**config.mk**
```make
export PLATFORM = sky130hd
export DESIGN_NAME = keyrst_detect
export DESIGN_NICKNAME = d
export VERILOG_FILES = /design/src/rtl/keyrst_pkg.sv /design/src/rtl/keyrst_sync.sv /design/src/rtl/keyrst_combo.sv /design/src/rtl/keyrst_fsm.sv /design/src/rtl/keyrst_detect.sv
export SDC_FILE = /design/constraint.sdc
export NUM_CORES = 1
export LEC_CHECK = 0
export ABC_AREA = 1
export BUFFER_PORTS_ARGS = -buffer_cell sky130_fd_sc_hd__buf_2
export CAP_MARGIN = 20
export CELL_PAD_IN_SITES_DETAIL_PLACEMENT = 1
export CELL_PAD_IN_SITES_GLOBAL_PLACEMENT = 2
export CORE_AREA = 2 2 64 66
export DETAILED_ROUTE_END_ITERATION = 10
export DIE_AREA = 0 0 66 68
export PLACE_DENSITY = 0.83
export SYNTH_ARGS = -nofsm -noshare
export SYNTH_HDL_FRONTEND = slang
export SYNTH_SLANG_ARGS = --single-unit
```
**constraint.sdc**
```tcl
create_clock -name clk -period 1.8 [get_ports clk]
set_clock_uncertainty 0.2 [all_clocks]
set_input_delay 0.27 -clock clk [delete_from_list [all_inputs] [get_ports clk]]
set_output_delay 0.27 -clock clk [all_outputs]
set_load 0.01 [all_outputs]
```
**src/rtl/keyrst_pkg.sv**
```systemverilog
package keyrst_pkg;

    localparam int KR_SEL_W = 2;

    typedef enum logic [1:0] {
        KR_IDLE  = 2'd0,
        KR_COUNT = 2'd1,
        KR_FIRE  = 2'd2
    } kr_state_e;

endpackage

```
**src/rtl/keyrst_sync.sv**
```systemverilog
module keyrst_sync #(
    parameter int WIDTH = 4
) (
    input  logic             clk,
    input  logic             rst_n,
    input  logic [WIDTH-1:0] d_i,
    output logic [WIDTH-1:0] q_o
);

    // Per-bit two-stage synchroniser; idle (released) keys read high.
    for (genvar i = 0; i < WIDTH; i++) begin : g_bit
        logic meta_q;
        logic sync_q;

        always_ff @(posedge clk or negedge rst_n) begin
            if (!rst_n) begin
                meta_q <= 1'b1;
                sync_q <= 1'b1;
            end else begin
                meta_q <= d_i[i];
                sync_q <= meta_q;
            end
        end

        assign q_o[i] = sync_q;
    end

endmodule

```
**src/rtl/keyrst_combo.sv**
```systemverilog
module keyrst_combo
    import keyrst_pkg::*;
#(
    parameter int NUM_KEYS = 4
) (
    input  logic [NUM_KEYS-1:0] lvl_i,
    input  logic [KR_SEL_W-1:0] sel_i,
    output logic                hit_o
);

    logic [NUM_KEYS-1:0] mask;
    logic [NUM_KEYS-1:0] low_ok;

    // Selection code k (k > 0) takes keys 0..k into the combination.
    for (genvar i = 0; i < NUM_KEYS; i++) begin : g_key
        assign mask[i]   = (sel_i != '0) && (i <= int'(sel_i));
        assign low_ok[i] = ~mask[i] | ~lvl_i[i];
    end

    assign hit_o = (sel_i != '0) && (&low_ok);

endmodule

```
**src/rtl/keyrst_fsm.sv**
```systemverilog
module keyrst_fsm
    import keyrst_pkg::*;
#(
    parameter int CNT_W = 8
) (
    input  logic             clk,
    input  logic             rst_n,
    input  logic             hit_i,
    input  logic             filt_en_i,
    input  logic [CNT_W-1:0] filt_len_i,
    output logic             req_o
);

    localparam logic [CNT_W-1:0] CNT_MAX = '1;
    localparam logic [CNT_W-1:0] CNT_ONE = CNT_W'(1);

    kr_state_e        state_q;
    kr_state_e        state_d;
    logic [CNT_W-1:0] cnt_q;
    logic             bypass;
    logic             done;

    assign bypass = !filt_en_i || (filt_len_i == '0);
    assign done   = (cnt_q >= filt_len_i);

    // State register
    always_ff @(posedge clk or negedge rst_n) begin
        if (!rst_n) begin
            state_q <= KR_IDLE;
        end else begin
            state_q <= state_d;
        end
    end

    // Next-state logic
    always_comb begin
        state_d = state_q;
        unique case (state_q)
            KR_IDLE: begin
                if (hit_i) begin
                    state_d = bypass ? KR_FIRE : KR_COUNT;
                end
            end
            KR_COUNT: begin
                if (!hit_i) begin
                    state_d = KR_IDLE;
                end else if (bypass || done) begin
                    state_d = KR_FIRE;
                end
            end
            KR_FIRE: begin
                if (!hit_i) begin
                    state_d = KR_IDLE;
                end
            end
            default: state_d = KR_IDLE;
        endcase
    end

    // Hold-time counter: loads one on entry to KR_COUNT, saturates, clears elsewhere.
    always_ff @(posedge clk or negedge rst_n) begin
        if (!rst_n) begin
            cnt_q <= '0;
        end else if (state_d == KR_COUNT) begin
            if (state_q != KR_COUNT) begin
                cnt_q <= CNT_ONE;
            end else if (cnt_q != CNT_MAX) begin
                cnt_q <= cnt_q + CNT_ONE;
            end
        end else begin
            cnt_q <= '0;
        end
    end

    // Output process
    always_comb begin
        req_o = (state_q == KR_FIRE);
    end

endmodule

```
**src/rtl/keyrst_detect.sv**
```systemverilog
module keyrst_detect
    import keyrst_pkg::*;
#(
    parameter int NUM_KEYS = 4,
    parameter int CNT_W    = 8
) (
    input  logic                clk,
    input  logic                rst_n,
    input  logic [NUM_KEYS-1:0] key_pin_i,
    input  logic [1:0]          combo_sel_i,
    input  logic                filt_en_i,
    input  logic [CNT_W-1:0]    filt_len_i,
    output logic [NUM_KEYS-1:0] key_level_o,
    output logic                rst_req_o
);

    logic [NUM_KEYS-1:0] lvl_sync;
    logic                combo_hit;

    keyrst_sync #(
        .WIDTH (NUM_KEYS)
    ) u_sync (
        .clk   (clk),
        .rst_n (rst_n),
        .d_i   (key_pin_i),
        .q_o   (lvl_sync)
    );

    keyrst_combo #(
        .NUM_KEYS (NUM_KEYS)
    ) u_combo (
        .lvl_i (lvl_sync),
        .sel_i (combo_sel_i),
        .hit_o (combo_hit)
    );

    keyrst_fsm #(
        .CNT_W (CNT_W)
    ) u_fsm (
        .clk        (clk),
        .rst_n      (rst_n),
        .hit_i      (combo_hit),
        .filt_en_i  (filt_en_i),
        .filt_len_i (filt_len_i),
        .req_o      (rst_req_o)
    );

    assign key_level_o = lvl_sync;

endmodule

```
==> flow_metrics.env, run 1 <==
export IMPL_p_switching_mw=0.197
export IMPL_grt_pass1_wl_um=4450
export IMPL_dp_hpwl_um=2100
export IMPL_die_area_um2=4490
export IMPL_numCtsBuffers=3
export IMPL_grt_antenna_before_repair=0
export IMPL_clock_path_buffers=2
export IMPL_htreeDepth=1
export IMPL_vias=983
export IMPL_pwr_share_comb=0.117
export IMPL_setup_violations=0
export IMPL_n_antenna_cell=0
export IMPL_cpMaxStageDelayCell="dfrtp_1"
export IMPL_syn_inst=142
export IMPL_grt_max_degree=19
export IMPL_cp_top_family="simple AND/OR/NAND/NOR gates"
export IMPL_power_mw=0.858
export IMPL_switching_share=0.229
export IMPL_max_slew_margin_rel=0.739
export IMPL_fin_crit_sh=0.985
export IMPL_drc=0
export IMPL_crit_type="reg2reg"
export IMPL_yosysWarnings=0
export IMPL_synth_cell_types=24
export IMPL_grt_pass1_vias=1027
export IMPL_port_buffers=21
export IMPL_worstSetupEndpointType="register"
export IMPL_p_per_area_nw_per_um2=590
export IMPL_first_iter_violations=8
export IMPL_rsz0062_at_grt="yes"
export IMPL_hp_class="reg2reg"
export IMPL_finalNonFillerCells=224
export IMPL_cap_violations=0
export IMPL_maxSlewViolCount=0
export IMPL_drt_pass1_iterations=4
export IMPL_fin_nets=201
export IMPL_post_drt_wl_per_cell_um=12.2
export IMPL_required_ns=1.73
export IMPL_initial_core_util=0.284
export IMPL_tightest_slew_ns=0.387
export IMPL_gr_usage_met2=0.244
export IMPL_io_pins=22
export IMPL_drive_above_1_share=0.333
export IMPL_ir_drop_mv=0.299
export IMPL_yosysSeqAreaShare=0.421
export IMPL_cts_num_sinks=18
export IMPL_place_inst=212
export IMPL_grt_overflow=0
export IMPL_internal_power_mw=0.661
export IMPL_p_leak_nw=0.724
export IMPL_cts_tree="yes"
export IMPL_grtUsageTotal=0.131
export IMPL_die_y_um=68
export IMPL_die_x_um=66
export IMPL_syn2layout_area_growth_pct=33.0
export IMPL_final_hold_violation_count=0
export IMPL_clock_power_share=0.382
export IMPL_timing_fmax_mhz=564
export IMPL_cts_root_buffer_cell="clkbuf_8"
export IMPL_use_met1=0.148
export IMPL_insertion_delay_ns=0.25
export IMPL_start_kind="register"
export IMPL_crit_fanout=5
export IMPL_critPathArrivalTime_ns=1.71
export IMPL_via_per_inst=4.39
export IMPL_core_area_um2=3860
export IMPL_nFillCells=497
export IMPL_path_buf_inv=0
export IMPL_period_minus_slack_ns=1.77
export IMPL_syn_avg_cell_area_um2=7.70
export IMPL_outcome="complete, no violations"
export IMPL_place_gp_congestion=0.825
export IMPL_wl_um=2740
export IMPL_synth_seq_cells=18
export IMPL_rows=23
export IMPL_slowest_delay_ns=0.44
export IMPL_ant_nets=0
export IMPL_grt_use_met3=0.0197
export IMPL_synth_nets=168
export IMPL_syn_area_um2=1090
export IMPL_p_seq_frac=0.501
export IMPL_clkTransAtPathRegs_ns=0.07
export IMPL_path_cells="ha_1 -> nand3_1 -> nor2_1 -> nand2_1 -> o31ai_1 -> nor2_2"
export IMPL_busiest_layer="met2"
## registers in the layout (all words and copies together) (netlist names)
name / flops
u_sync.g_bit.sync_q: 4
u_fsm.cnt_q: 8
u_sync.g_bit.meta_q: 4
u_fsm.state_q: 2
## layer usage
layer  share of wire  wire, um
met2            0.56      1540
met1            0.41      1110
met4          0.0051        14
met3           0.027        75
met5               0         0
## placed cells by master, fill, tap and decap left out, drive strengths merged
cell type,netlist,layout
nand3,9,9
nand2,27,28
ha,9,9
inv,27,27
nor2,27,27
xnor2,1,1
clkinv,1,1
dlygate4sd3,0,5
o21ai,6,6
clkbuf,0,4
nand4,1,1
and2,1,1
o31ai,1,1
nor3,1,1
dfstp,8,8
a21o,1,1
buf,4,26
a21oi,7,7
dfrtp,10,10
or2,1,1
## worst reg2reg max path, cell delays in order (launching register included)
cell	delay (ns)
dfrtp_1	0.44
ha_1	0.22
nand3_1	0.11
nor2_1	0.16
nand2_1	0.11
o31ai_1	0.34
nor2_2	0.08
## power groups by stage
stage	sequential [mW]	combinational (mW)	clock (mW)
2_1_floorplan	0.435	0.0456	0
3_3_place_gp	0.436	0.0771	0
3_5_place_dp	0.437	0.0819	0
4_1_cts	0.430	0.0908	0.337
5_1_grt	0.431	0.115	0.351
6_report	0.430	0.100	0.328
## path summary, 6_finish.rpt
kind	depth (start not counted)	from	slack [ns]	endpoint
worst max-delay path	6	u_fsm.cnt_q[0]	0.03	u_fsm.cnt_q[6]
worst min-delay path	0	u_sync.g_bit[2].meta_q	0.16	u_sync.g_bit[2].sync_q
worst max register to register	6	u_fsm.cnt_q[0]	0.03	u_fsm.cnt_q[6]
worst min register to register	0	u_sync.g_bit[2].meta_q	0.16	u_sync.g_bit[2].sync_q
max in group asynchronous	2	rst_n	0.80	u_sync.g_bit[3].meta_q
min in group asynchronous	2	rst_n	0.27	u_fsm.cnt_q[4]
## per-stage QoR
step,util,hold WS [ns],setup slack [ns],setup TNS (ns),cell area [um^2]
2_1_floorplan,-,-0.226,0.234,0,1090
5_1_grt,0.377,0.165,-0.0755,-0.559,1450
6_report,0.377,0.156,0.0263,0,1450
3_3_place_gp,0.325,0.00778,0.0526,0,1250
4_1_cts,0.352,0.157,0.00863,0,1360
3_5_place_dp,0.325,0.0163,0.0349,0,1250
## cells in the mapped netlist (all sizes together)
cell type  count  area share
inv           27       0.093
nand2         27        0.10
nor2          27       0.097
dfrtp         10        0.23
ha             9        0.10
nand3          9       0.046
dfstp          8        0.19
a21oi          7       0.032
o21ai          6       0.027
buf            4       0.027
a21o           1      0.0069
and2           1      0.0057
clkinv         1      0.0034
nand4          1      0.0057
nor3           1      0.0092
o31ai          1      0.0069
or2            1      0.0057
xnor2          1      0.0080
## what timing repair did
item                       in CTS  in global routing
setup endpoints to repair       0                  9
hold endpoints to repair       14                  0
setup buffers                   0                  2
hold buffers                    5                  0
resized for setup               0                 19
## area by class of cell
type	count	area, um^2	share of cell area
Sequential cell	18	460	0.317
Tap cell	50	62.6	0.0430
Inverter	28	105	0.0723
Clock buffer	4	55.1	0.0379
Multi-Input combinational cell	93	578	0.398
Timing Repair Buffer	31	193	0.133
## cells by family after synthesis
group	Yosys count	share of synthesized area
xor gates and xnor gates	1	0.00801
buffers and inverters	32	0.124
adders and majority gates	9	0.103
AOI/OAI and AO/OA	15	0.0732
and+or+nand+nor	67	0.271
DFF	18	0.421
(Power assumes the default switching activity.)
==> run 2, diff against run 1 <==
--- a/config.mk
+++ b/config.mk
@@ -6,6 +6,7 @@
 export NUM_CORES = 1
 export LEC_CHECK = 0
 export ABC_AREA = 1
+export ABC_CLOCK_PERIOD_IN_PS = 1800
 export BUFFER_PORTS_ARGS = -buffer_cell sky130_fd_sc_hd__buf_2
 export CAP_MARGIN = 20
 export CELL_PAD_IN_SITES_DETAIL_PLACEMENT = 1
@@ -13,7 +14,7 @@
 export CORE_AREA = 2 2 64 66
 export DETAILED_ROUTE_END_ITERATION = 10
 export DIE_AREA = 0 0 66 68
-export PLACE_DENSITY = 0.83
+export PLACE_DENSITY = 0.81
 export SYNTH_ARGS = -nofsm -noshare
 export SYNTH_HDL_FRONTEND = slang
 export SYNTH_SLANG_ARGS = --single-unit
==> flow_metrics.env, run 2 (synthesis results as in run 1) <==
export IMPL_outcome="complete, no violations"
export IMPL_critPathArrivalTime_ns=1.63
export IMPL_whs_ns=0.157
export IMPL_crit_fanout=5
export IMPL_grt_antenna_before_repair=0
export IMPL_finalNonFillerCells=223
export IMPL_grt_pass1_wl_um=4040
export IMPL_tightest_slew_ns=0.406
export IMPL_multi_input_area_um2=531
export IMPL_final_cell_mix="26 x inv_1, 23 x nor2_1, 23 x nand2_1"
export IMPL_required_ns=1.74
export IMPL_slowest_delay_ns=0.43
export IMPL_fin_crit_sh=0.935
export IMPL_period_minus_slack_ns=1.68
export IMPL_core_area_um2=3860
export IMPL_cts_num_sinks=18
export IMPL_post_drt_wl_per_cell_um=11.3
export IMPL_n_antenna_cell=0
export IMPL_syn2layout_area_growth_pct=28.7
export IMPL_p_leak_nw=0.709
export IMPL_maxSlewViolCount=0
export IMPL_nFillCells=491
export IMPL_cp_top_family="flip-flops"
export IMPL_final_area_um2=1410
export IMPL_place_inst=212
export IMPL_numCtsBuffers=3
export IMPL_port_buffers=21
export IMPL_fin_tns_setup_ns=0
export IMPL_drt_pass1_iterations=2
export IMPL_placed_area_um2=1250
export IMPL_clock_path_buffers=2
export IMPL_grt_pass1_vias=977
export IMPL_clkTransAtPathRegs_ns=0.06
export IMPL_cts_root_buffer_cell="clkbuf_8"
export IMPL_dp_hpwl_um=2100
export IMPL_final_hold_violation_count=0
export IMPL_insertion_delay_ns=0.25
export IMPL_grt_max_degree=19
export IMPL_first_iter_violations=19
export IMPL_ir_drop_mv=0.486
export IMPL_via_per_inst=4.36
export IMPL_largest_reg_flops=8
export IMPL_drc=0
export IMPL_die_area_um2=4490
export IMPL_pre_cts_slack_ns=-0.0209
export IMPL_timing_fmax_mhz=594
export IMPL_vias=972
export IMPL_die_x_um=66
export IMPL_place_gp_congestion=0.787
export IMPL_top_register="u_fsm.cnt_q"
export IMPL_setup_violations=0
export IMPL_die_y_um=68
export IMPL_path_buf_inv=4
export IMPL_htreeDepth=1
export IMPL_fin_ws_ns=0.117
export IMPL_start_kind="register"
export IMPL_final_common_cell="inv_1"
export IMPL_drive_above_1_share=0.306
export IMPL_worstSetupEndpointType="register"
export IMPL_rows=23
export IMPL_path_cells="buf_4 -> ha_1 -> nand3_1 -> inv_1 -> nand3_2 -> clkinv_1 -> nand2_1 -> nand2_1 -> inv_1 -> nor2_2"
export IMPL_initial_core_util=0.284
export IMPL_ant_nets=0
export IMPL_grtUsageTotal=0.121
export IMPL_io_pins=22
export IMPL_cts_tree="yes"
export IMPL_p_per_area_nw_per_um2=596
export IMPL_wl_um=2530
export IMPL_cpMaxStageDelayCell="dfrtp_2"
export IMPL_register_area_um2=462
export IMPL_max_slew_margin_rel=0.729
export IMPL_largestRegisters="u_fsm.cnt_q: 8 flops, u_sync.g_bit.meta_q: 4 flops, u_sync.g_bit.sync_q: 4 flops"
export IMPL_cap_violations=0
export IMPL_fin_nets=200
export IMPL_hp_class="reg2reg"
export IMPL_grt_overflow=0
export IMPL_crit_type="reg2reg"
run 2: changes by cell type in the layout (fill, tap and decap cells not counted), sizes merged:
| cell | change |
|---|---|
| nand2 | -1 |
run 2: per-stage QoR:
stage,util,power [mW]
6_report,0.365,0.839
5_1_grt,0.365,0.890
4_1_cts,0.355,0.854
3_5_place_dp,0.325,0.519
3_3_place_gp,0.325,0.512
2_1_floorplan,-,0.481
run 2: routing by layer:
| layer | track usage | part of all wire |
|---|---|---|
| met5 | 0 | 0 |
| met4 | 0.0510 | 0.016 |
| met3 | 0.0313 | 0.022 |
| met2 | 0.223 | 0.53 |
| met1 | 0.131 | 0.43 |
run 2: area by class of cell:
type	instances	share of cell area
inverters	28	0.0747
clock buffers	4	0.0391
flip-flops and latches	18	0.328
well taps	50	0.0444
repair buffers	31	0.137
multi-input cells	92	0.377
run 2: path summary, 6_finish.rpt:
path                                        start                endpoint  slack, ns  depth (start not counted)
min in group asynchronous                   rst_n        u_fsm.state_q[1]       0.28                          2
min                        u_sync.g_bit[1].meta_q  u_sync.g_bit[1].sync_q       0.16                          0
max reg2reg                        u_fsm.cnt_q[1]          u_fsm.cnt_q[1]       0.12                         10
max in group asynchronous                   rst_n  u_sync.g_bit[3].meta_q       0.80                          2
min reg2reg                u_sync.g_bit[1].meta_q  u_sync.g_bit[1].sync_q       0.16                          0
max                                u_fsm.cnt_q[1]          u_fsm.cnt_q[1]       0.12                         10
run 2: what timing repair did:
action,CTS,global route
hold buffers,5,0
resized for setup,1,7
gates cloned,0,0
endpoints found under the hold margin,14,0
endpoints found under the setup margin,8,9
setup buffers,1,1
pin swaps,0,1
run 2: where the power goes:
part	internal (mW)	switching, mW
Sequential	0.423	0.00641
Clock	0.194	0.123
Combinational	0.0417	0.0511
Total	0.659	0.180
